File: src/rtl/fei_pkg.sv
package fei_pkg;
  // Word offsets of the host-visible registers.
  localparam int unsigned OFS_STATUS   = 0;
  localparam int unsigned OFS_STAT_CLR = 1;
  localparam int unsigned OFS_MASK_CLR = 2;
  localparam int unsigned OFS_MASK_SET = 3;

  // Per-cycle register write strobes after address decode.
  typedef struct packed {
    logic stat_clr;
    logic mask_clr;
    logic mask_set;
  } fei_we_t;
endpackage

File: src/rtl/fei_decode.sv
module fei_decode
  import fei_pkg::*;
#(
  parameter int ADDR_W = 2
) (
  input  logic              wr,
  input  logic [ADDR_W-1:0] addr,
  output fei_we_t           we
);
  always_comb begin
    we.stat_clr = wr && (addr == ADDR_W'(OFS_STAT_CLR));
    we.mask_clr = wr && (addr == ADDR_W'(OFS_MASK_CLR));
    we.mask_set = wr && (addr == ADDR_W'(OFS_MASK_SET));
  end
endmodule

File: src/rtl/fei_bitreg.sv
module fei_bitreg #(
  parameter int W = 2
) (
  input  logic         clk,
  input  logic         rst,
  input  logic [W-1:0] set_i,
  input  logic [W-1:0] clr_i,
  output logic [W-1:0] q_o
);
  // Each bit is an independent set/clear flop; set has priority.
  for (genvar i = 0; i < W; i++) begin : g_bit
    always_ff @(posedge clk) begin
      if (rst)           q_o[i] <= 1'b0;
      else if (set_i[i]) q_o[i] <= 1'b1;
      else if (clr_i[i]) q_o[i] <= 1'b0;
    end
  end
endmodule

File: src/rtl/fei_readback.sv
module fei_readback
  import fei_pkg::*;
#(
  parameter int NUM_EVT = 2,
  parameter int ADDR_W  = 2,
  parameter int DATA_W  = 16
) (
  input  logic               clk,
  input  logic               rst,
  input  logic               rd,
  input  logic [ADDR_W-1:0]  addr,
  input  logic [NUM_EVT-1:0] stat,
  input  logic [NUM_EVT-1:0] mask,
  output logic [DATA_W-1:0]  rdata
);
  logic [DATA_W-1:0] sel;

  always_comb begin
    sel = '0;
    if (addr == ADDR_W'(OFS_STATUS))        sel = DATA_W'(stat);
    else if (addr == ADDR_W'(OFS_MASK_SET)) sel = DATA_W'(mask);
  end

  always_ff @(posedge clk) begin
    if (rst)     rdata <= '0;
    else if (rd) rdata <= sel;
    else         rdata <= '0;
  end
endmodule

File: src/rtl/field_irq_ctrl.sv
module field_irq_ctrl
  import fei_pkg::*;
#(
  parameter int NUM_EVT = 2,
  parameter int ADDR_W  = 2,
  parameter int DATA_W  = 16
) (
  input  logic               clk,
  input  logic               rst,
  input  logic [NUM_EVT-1:0] field_evt,
  input  logic               reg_wr,
  input  logic               reg_rd,
  input  logic [ADDR_W-1:0]  reg_addr,
  input  logic [DATA_W-1:0]  reg_wdata,
  output logic [DATA_W-1:0]  reg_rdata,
  output logic               irq
);
  fei_we_t            we;
  logic [NUM_EVT-1:0] wbits;
  logic [NUM_EVT-1:0] stat_q;
  logic [NUM_EVT-1:0] mask_q;
  logic [NUM_EVT-1:0] stat_clr;
  logic [NUM_EVT-1:0] mask_set;
  logic [NUM_EVT-1:0] mask_clr;

  assign wbits = reg_wdata[NUM_EVT-1:0];

  fei_decode #(.ADDR_W(ADDR_W)) u_dec (
    .wr   (reg_wr),
    .addr (reg_addr),
    .we   (we)
  );

  assign stat_clr = we.stat_clr ? wbits : '0;
  assign mask_set = we.mask_set ? wbits : '0;
  assign mask_clr = we.mask_clr ? wbits : '0;

  fei_bitreg #(.W(NUM_EVT)) u_status (
    .clk   (clk),
    .rst   (rst),
    .set_i (field_evt),
    .clr_i (stat_clr),
    .q_o   (stat_q)
  );

  fei_bitreg #(.W(NUM_EVT)) u_mask (
    .clk   (clk),
    .rst   (rst),
    .set_i (mask_set),
    .clr_i (mask_clr),
    .q_o   (mask_q)
  );

  fei_readback #(
    .NUM_EVT (NUM_EVT),
    .ADDR_W  (ADDR_W),
    .DATA_W  (DATA_W)
  ) u_rb (
    .clk   (clk),
    .rst   (rst),
    .rd    (reg_rd),
    .addr  (reg_addr),
    .stat  (stat_q),
    .mask  (mask_q),
    .rdata (reg_rdata)
  );

  always_ff @(posedge clk) begin
    if (rst) irq <= 1'b0;
    else     irq <= |(stat_q & mask_q);
  end
endmodule

File: config.mk
export PLATFORM = sky130hd
export DESIGN_NAME = field_irq_ctrl
export DESIGN_NICKNAME = d
export VERILOG_FILES = /design/src/rtl/fei_pkg.sv /design/src/rtl/fei_decode.sv /design/src/rtl/fei_bitreg.sv /design/src/rtl/fei_readback.sv /design/src/rtl/field_irq_ctrl.sv
export SDC_FILE = /design/constraint.sdc
export NUM_CORES = 1
export LEC_CHECK = 0
export ABC_AREA = 1
export BUFFER_PORTS_ARGS = -buffer_cell sky130_fd_sc_hd__buf_2
export CAP_MARGIN = 10
export CORE_AREA = 3 3 40 42
export DETAILED_ROUTE_END_ITERATION = 16
export DIE_AREA = 0 0 43 45
export PLACE_DENSITY = 0.69
export SLEW_MARGIN = 10
export SYNTH_ARGS = -nofsm -noshare
export SYNTH_HDL_FRONTEND = slang
export SYNTH_SLANG_ARGS = --single-unit
File: constraint.sdc
create_clock -name clk -period 1.51 [get_ports clk]
set_input_delay 0.2265 -clock clk [delete_from_list [all_inputs] [get_ports clk]]
set_output_delay 0.2265 -clock clk [all_outputs]
set_load 0.005 [all_outputs]
---- Yosys cells after proc, flatten, opt, wreduce, memory -nomap -nowiden ----
Cells that the tools add are included.
word-level totals
  output and inout bits ................... 17
  bits of input ports ..................... 24
  register bits ........................... 21
  logic and storage cells ................. 36
cells by class
  reductions and logical operators ........ 11
  eq/ne operators ......................... 3
  multiplexer cells ....................... 13
  bitwise gates (word level) .............. 2
operator list
  kind                number
  $mux 2              5
  $mux 1              8
  $reduce_bool 2->1   4
  $eq 2x2->1 const B  2
  $reduce_or 2->1     2
  $logic_and 1x1->1   3
  $reduce_or 3->1     1
  $and 2x2->2         1
  $eq 2x1->1 const B  1
  $logic_not 2->1     1
  $not 1->1           1

---- Longest topological paths before layout ----
Gate-level depths: netlist of the first run.
  word-level depth ........................ 5
  mapped depth ............................ 4
  depth with buffers taken out ............ 4

---- By module ----
A second synthesis of the first run with hierarchy kept.
unflattened totals
  cell total of the unflattened synthesis .. 68
  area total of the unflattened synthesis .. 439.2 um^2
modules (own cells, without submodules)
  module          instances  area an instance (um^2)  sequential area each (um^2)  cells each
  fei_readback    1          190.2                    40.0                         26
  fei_bitreg      2          72.6                     40.0                         10
  field_irq_ctrl  1          81.3                     20.0                         16
  fei_decode      1          22.5                     0.0                          6

---- Worst setup path after synthesis of the first run ----
Ideal clock, no wire load.
  path type ............................... input port to flip-flop
  from .................................... input reg_wr
  to ...................................... register u_mask.q_o[0]
  setup slack ............................. 915 ps
  data required time ...................... 1391 ps
  data arrival time ....................... 476 ps
  stages .................................. 3
  path buffers ............................ 0
  cell sequence ........................... nand3_1 o21ai_0 a21oi_1
between the ends
  cells in the longest elaborated chain, start to end .. 3
RTL lines
  what                                                line                                        RTL
  start, declared                                     field_irq_ctrl.sv:11                        input logic reg_wr,
  $logic_and 1x1->1 (on tied branches)                fei_decode.sv:13, fei_decode.sv:12
  $mux 2 (on tied branches)                           field_irq_ctrl.sv:35, field_irq_ctrl.sv:36
  $mux 1 / $reduce_bool 2->1 (equally long branches)  --
  end signal, assigned by index                       fei_bitreg.sv:13                            if (rst) q_o[i] <= 1'b0;
  end signal, assigned by index                       fei_bitreg.sv:14                            else if (set_i[i]) q_o[i] <= 1'b1;
  end signal, assigned by index                       fei_bitreg.sv:15                            else if (clr_i[i]) q_o[i] <= 1'b0;
  end, declared                                       fei_bitreg.sv:8                             output logic [W-1:0] q_o
Several ways; a longest one is shown, not always the timed one.
A chain may end at the register's enable or synchronous reset.

---- Worst setup path after layout of the first run ----
  from .................................... register u_rb.rdata[1]
  to ...................................... output reg_rdata[1]
RTL lines
  what                    line                  RTL
  start, declared         fei_readback.sv:14    output logic [DATA_W-1:0] rdata
  start signal, assigned  fei_readback.sv:26    else if (rd) rdata <= sel;
  end, declared           field_irq_ctrl.sv:15  output logic [DATA_W-1:0] reg_rdata,
No word-level cell between the ends.

==> results of run 1 <==
## registers in the layout, summed over array words and instances (netlist names)
| register | count |
|---|---|
| irq | 1 |
| u_mask.q_o | 2 |
| u_rb.rdata | 2 |
| u_status.q_o | 2 |
## cells in the mapped netlist
cell type and number:
nand2_1 5, nand3_1 6, conb_1 1, nand4_1 2, inv_1 6, a21oi_1 7
dfxtp_1 7, buf_4 14, inv_2 1, o21ai_0 2
## power by group
group | leakage [uW] | switching (uW) | internal [uW]
logic | 0.000151 | 29.9 | 17.4
registers | 0.0000574 | 5.28 | 193
clock network | 0.0000150 | 69.8 | 101
total | 0.000223 | 105 | 312
## final cells by class
class | count | area [um^2] | share of cell area [%]
clock buffers | 4 | 26.28 | 6.105
inverters | 7 | 26.28 | 6.105
multi-input cells | 36 | 158.9 | 36.92
flip-flops and latches | 7 | 140.1 | 32.56
well taps | 15 | 18.77 | 4.360
repair buffers | 12 | 60.06 | 13.95
## cells by family after synthesis
logic type,Yosys count,synth area share (%)
flip-flops,7,36.72
other,1,0.9827
buffers and inverters,21,34.42
AO/OA/AOI/OAI,9,11.80
AND/OR/NAND/NOR,13,16.07
## routing by layer
layer,global-route usage (%),vias to the layer above,routed length [um]
met2,13.17,17,362
met4,3.614,0,0
met5,0,-,0
li1,-,166,-
met1,9.246,133,272
met3,7.570,0,97
## stage by stage
stage	utilization, %	area, um^2	hold slack (ps)	instances
after global routing	33.50	430.4	174.3	81
after global placement	31.45	404.1	434.3	77
after CTS	33.50	430.4	168.9	81
final	33.50	430.4	178.4	81
after detailed placement	31.45	404.1	439.0	77
after floorplan	-	430.4	295.6	64
## worst paths after layout
path,endpoint,cells past startpoint
max,reg_rdata[1],1
min,irq,2
max reg2reg,u_rb.rdata[1],2
min reg2reg,u_mask.q_o[0],2
## layout by cell type, fill, tap and decap left out, types with 2 or more instances in the layout
| cell type | n |
|---|---|
| o21ai_0 | 2 |
| nand3_1 | 6 |
| conb_1 | 14 |
| dfxtp_1 | 7 |
| clkbuf_4 | 3 |
| nand2_1 | 5 |
| a21oi_1 | 7 |
| inv_1 | 6 |
| nand4_1 | 2 |
| buf_2 | 12 |
==> results.toml, run 1 <==
[detailed_routing]
wirelength_um = 731
ant_nets = 0
wire_per_inst_um = 9.025
drc = 0
viasPerCell = 3.901
drtIter0Drc = 6
drt_first_pass_iters = 3
vias = 316

[timing]
max_freq_ghz = 1.136
period_minus_slack_ps = 880.2
hold_viol_final = 0
fin_crit_sh_pct = 58.29
rsz0062_at_grt = "no"
final_max_slew_viol_count = 0
postLayoutSetupSlackWorst_ps = 629.8
tns_ps = 0
finClkSkew_ps = 2.846
setup_viol = 0

[clocking]
h-tree-depth = 1
root_buffer = "clkbuf_4"
path_clk_slew_ps = 50
insertion_delay_ps = 250
cts.path.max_buffers = 2
cts_hold_buf = 0
numCtsBuffers = 3
clock-sinks = 7
ctsResizeCount = 0
post-cts-setup-buffer-count = 0
cts_tree = "yes"

[floorplan]
pin_count = 41
initial_core_util_pct = 29.70
die_x_um = 43
rows = 13
die_y_um = 45
dieArea_um2 = 1935
coreArea_um2 = 1285

[cells_and_area]
fin_nets = 91
diodes = 0
drive_above_1_share_pct = 24.24
syn2layout_area_growth_pct = 12.79
fillCellCount = 160

[global_route]
grt_max_degree = 8
grt_antenna_before_repair = 0
grt_pass1_vias = 285
grt_pass1_wl_um = 1179
overflow = 0
grtUsageTotal_pct = 8.939

[setup_path]
slowest_stage = "dfxtp_1"
critPathLaunchType = "flip-flop"
worst_ep_arrival_time_ps = 650
startpoint = "u_rb.rdata[1]"
r2r_slack_ps = 860
worst-path-buf-inv = 1
crit_family = "flip-flops"
worstSetupPathType = "flip-flop to primary output"
path_cells = "buf_2"
endpoint_kind = "primary output"
r2r-start = "u_mask.q_o[1]"
cp_slowest_stage_delay_ps = 290
worstPathRequired_ps = 1280
crit_fanout = 1

[pwr]
p_total_uw = 416.6
p_leak_uw = 0.0002229
peakVddDrop_uv = 514.8
p_per_area_nw_per_um2 = 968.0

[flow_run]
cap_violations = 0

[yosys]
syn_inst = 51
synth-seq-cells = 7
syn_area_per_cell_um2 = 7.483
synth.top_cell.area_share_pct = 36.72
ys_types = 10
synth.area.top_cells = "dfxtp_1 (37%), buf_4 (28%), a21oi_1 (9.2%)"
synth_seq_area_share_pct = 36.72
yosys_warnings = 0
synth_top_area_cell = "dfxtp_1"
synth_area_um2 = 381.6

[min_path]
hold_class = "input port to flip-flop"
hold_start = "rst"

[placed_design]
dp.final_hpwl_um = 563.6
routabilityCongestion = 0.8133
post-place-ws_ps = 712.2
io_buffers = 12

[outcome]
outcome = "finished, final reports clean"
Power figures use the tool's default switching activity.
==> run 2, diff against run 1 <==
--- a/config.mk
+++ b/config.mk
@@ -8,10 +8,10 @@
 export ABC_AREA = 1
 export BUFFER_PORTS_ARGS = -buffer_cell sky130_fd_sc_hd__buf_2
 export CAP_MARGIN = 10
-export CORE_AREA = 3 3 40 42
+export CORE_MARGIN = 3
+export CORE_UTILIZATION = 29
 export DETAILED_ROUTE_END_ITERATION = 16
-export DIE_AREA = 0 0 43 45
-export PLACE_DENSITY = 0.69
+export PLACE_DENSITY = 0.72
 export SLEW_MARGIN = 10
 export SYNTH_ARGS = -nofsm -noshare
 export SYNTH_HDL_FRONTEND = slang
==> constraint.sdc (replaced) <==
create_clock -name clk -period 0.8 [get_ports clk]
set_input_delay 0.12 -clock clk [delete_from_list [all_inputs] [get_ports clk]]
set_output_delay 0.12 -clock clk [all_outputs]
set_load 0.005 [all_outputs]
==> run 2 against run 1 <==
Against the previous run: critical path type unchanged; sequential power increased by 88%; utilization increased by 3.1 points; wire length decreased by 8.2%; count of clock-buffer cells in the layout unchanged; register-to-register slack got worse by 710 ps.
==> results.toml, run 2 (synthesized netlist as in run 1, its figures left out) <==
[clocking]
ctsResizeCount = 0
insertion_delay_ps = 250
cts.path.max_buffers = 2
root_buffer = "clkbuf_4"
h-tree-depth = 1
clock-sinks = 7
cts_hold_buf = 0
numCtsBuffers = 3
cts_tree = "yes"
post-cts-setup-buffer-count = 0
path_clk_slew_ps = 50

[detailed_routing]
vias = 320
drtIter0Drc = 7
viasPerCell = 4.000
drt_first_pass_iters = 4
wl_met3_um = 79
ant_nets = 0
drc = 0
wirelength_um = 671
highest_layer = "met3"
wire_per_inst_um = 8.388
met1Wirelength_um = 303
met2_length_um = 288

[setup_path]
startpoint = "u_rb.rdata[1]"
critPathLaunchType = "flip-flop"
slowest_stage = "dfxtp_1"
r2r-start = "u_status.q_o[1]"
path_cells = "buf_2"
r2r_slack_ps = 150
endpoint_kind = "primary output"
crit_fanout = 1
worstSetupPathType = "flip-flop to primary output"
crit_family = "flip-flops"
worst-path-buf-inv = 1
cp_slowest_stage_delay_ps = 290
worstPathRequired_ps = 680
worst_ep_arrival_time_ps = 660

[timing]
setup_viol = 0
hold_viol_final = 0
max_freq_ghz = 1.290
rsz0062_at_grt = "yes"
postLayoutSetupSlackWorst_ps = 24.63
fin_crit_sh_pct = 96.92
final_max_slew_viol_count = 0
period_minus_slack_ps = 775.4
whs_ps = 65.72
finClkSkew_ps = 0.3840

[global_route]
grtUsageTotal_pct = 8.049
grt_max_degree = 8
grt_pass1_vias = 254
grt_pass1_wl_um = 1048
grt_antenna_before_repair = 0
overflow = 0

[floorplan]
die_x_um = 42.28
pin_count = 41
dieArea_um2 = 1787
coreArea_um2 = 1171
die_y_um = 42.28
rows = 12
initial_core_util_pct = 32.59

[placed_design]
routabilityCongestion = 0.7989
dp.final_hpwl_um = 545.1
io_buffers = 12
post-place-ws_ps = 118.1
dpl-instance-area_um2 = 402.9

[cells_and_area]
fin_area_um2 = 429.2
syn2layout_area_growth_pct = 12.46
reg_top3 = "u_mask.q_o (2), u_rb.rdata (2), u_status.q_o (2)"
drive_above_1_share_pct = 24.24
diodes = 0
fin_nets = 91
final_common_cell = "conb_1"
most-common-layout-cells = "conb_1 (14), buf_2 (12), a21oi_1 (7), dfxtp_1 (7)"

[pwr]
p_per_area_nw_per_um2 = 1833
peakVddDrop_uv = 580.6
p_leak_uw = 0.0002229

[outcome]
outcome = "finished, final reports clean"

[min_path]
hold_start = "rst"
hold_class = "input port to flip-flop"

[flow_run]
cap_violations = 0
[run 2: cell counts in the layout (fill, tap and decap cells not counted)]
No cell type changed its count.
[run 2: per-layer routing]
layer | vias to the layer above | global-route usage [%]
met5 | - | 0
met4 | 0 | 3.727
met3 | 0 | 6.867
met2 | 17 | 9.726
met1 | 137 | 9.744
li1 | 166 | -
[run 2: layout make-up]
type                       count  area [um^2]
timing repair buffer          12        60.06
inverter                       7        26.28
multi-input combinational     36        158.9
fill                         146        742.0
tap                           14        17.52
sequential                     7        140.1
clock buffer                   4        26.28
[run 2: report_power, final]
part / switching, uW / internal (uW) / total [uW] / leakage, uW
clock: 133 / 191 / 324 / 0.0000150
sequential: 10.2 / 365 / 375 / 0.0000574
combinational: 54.8 / 32.7 / 87.5 / 0.000151
total: 198 / 588 / 787 / 0.000223
[run 2: worst paths after layout]
check	endpoint	depth (start not counted)
max reg2reg	u_rb.rdata[1]	2
min reg2reg	u_mask.q_o[1]	2
min	u_status.q_o[0]	2
max	reg_rdata[1]	1
[run 2: per-stage QoR]
| stage | util, % | std cells | total power (uW) | setup TNS [ps] |
|---|---|---|---|---|
| after floorplan | - | 64 | 474.9 | 0 |
| after global placement | 34.40 | 76 | 466.1 | 0 |
| after detailed placement | 34.40 | 76 | 468.0 | 0 |
| after CTS | 36.65 | 80 | 801.6 | 0 |
| after global routing | 36.65 | 80 | 844.7 | -23.29 |
| final | 36.65 | 80 | 786.7 | 0 |
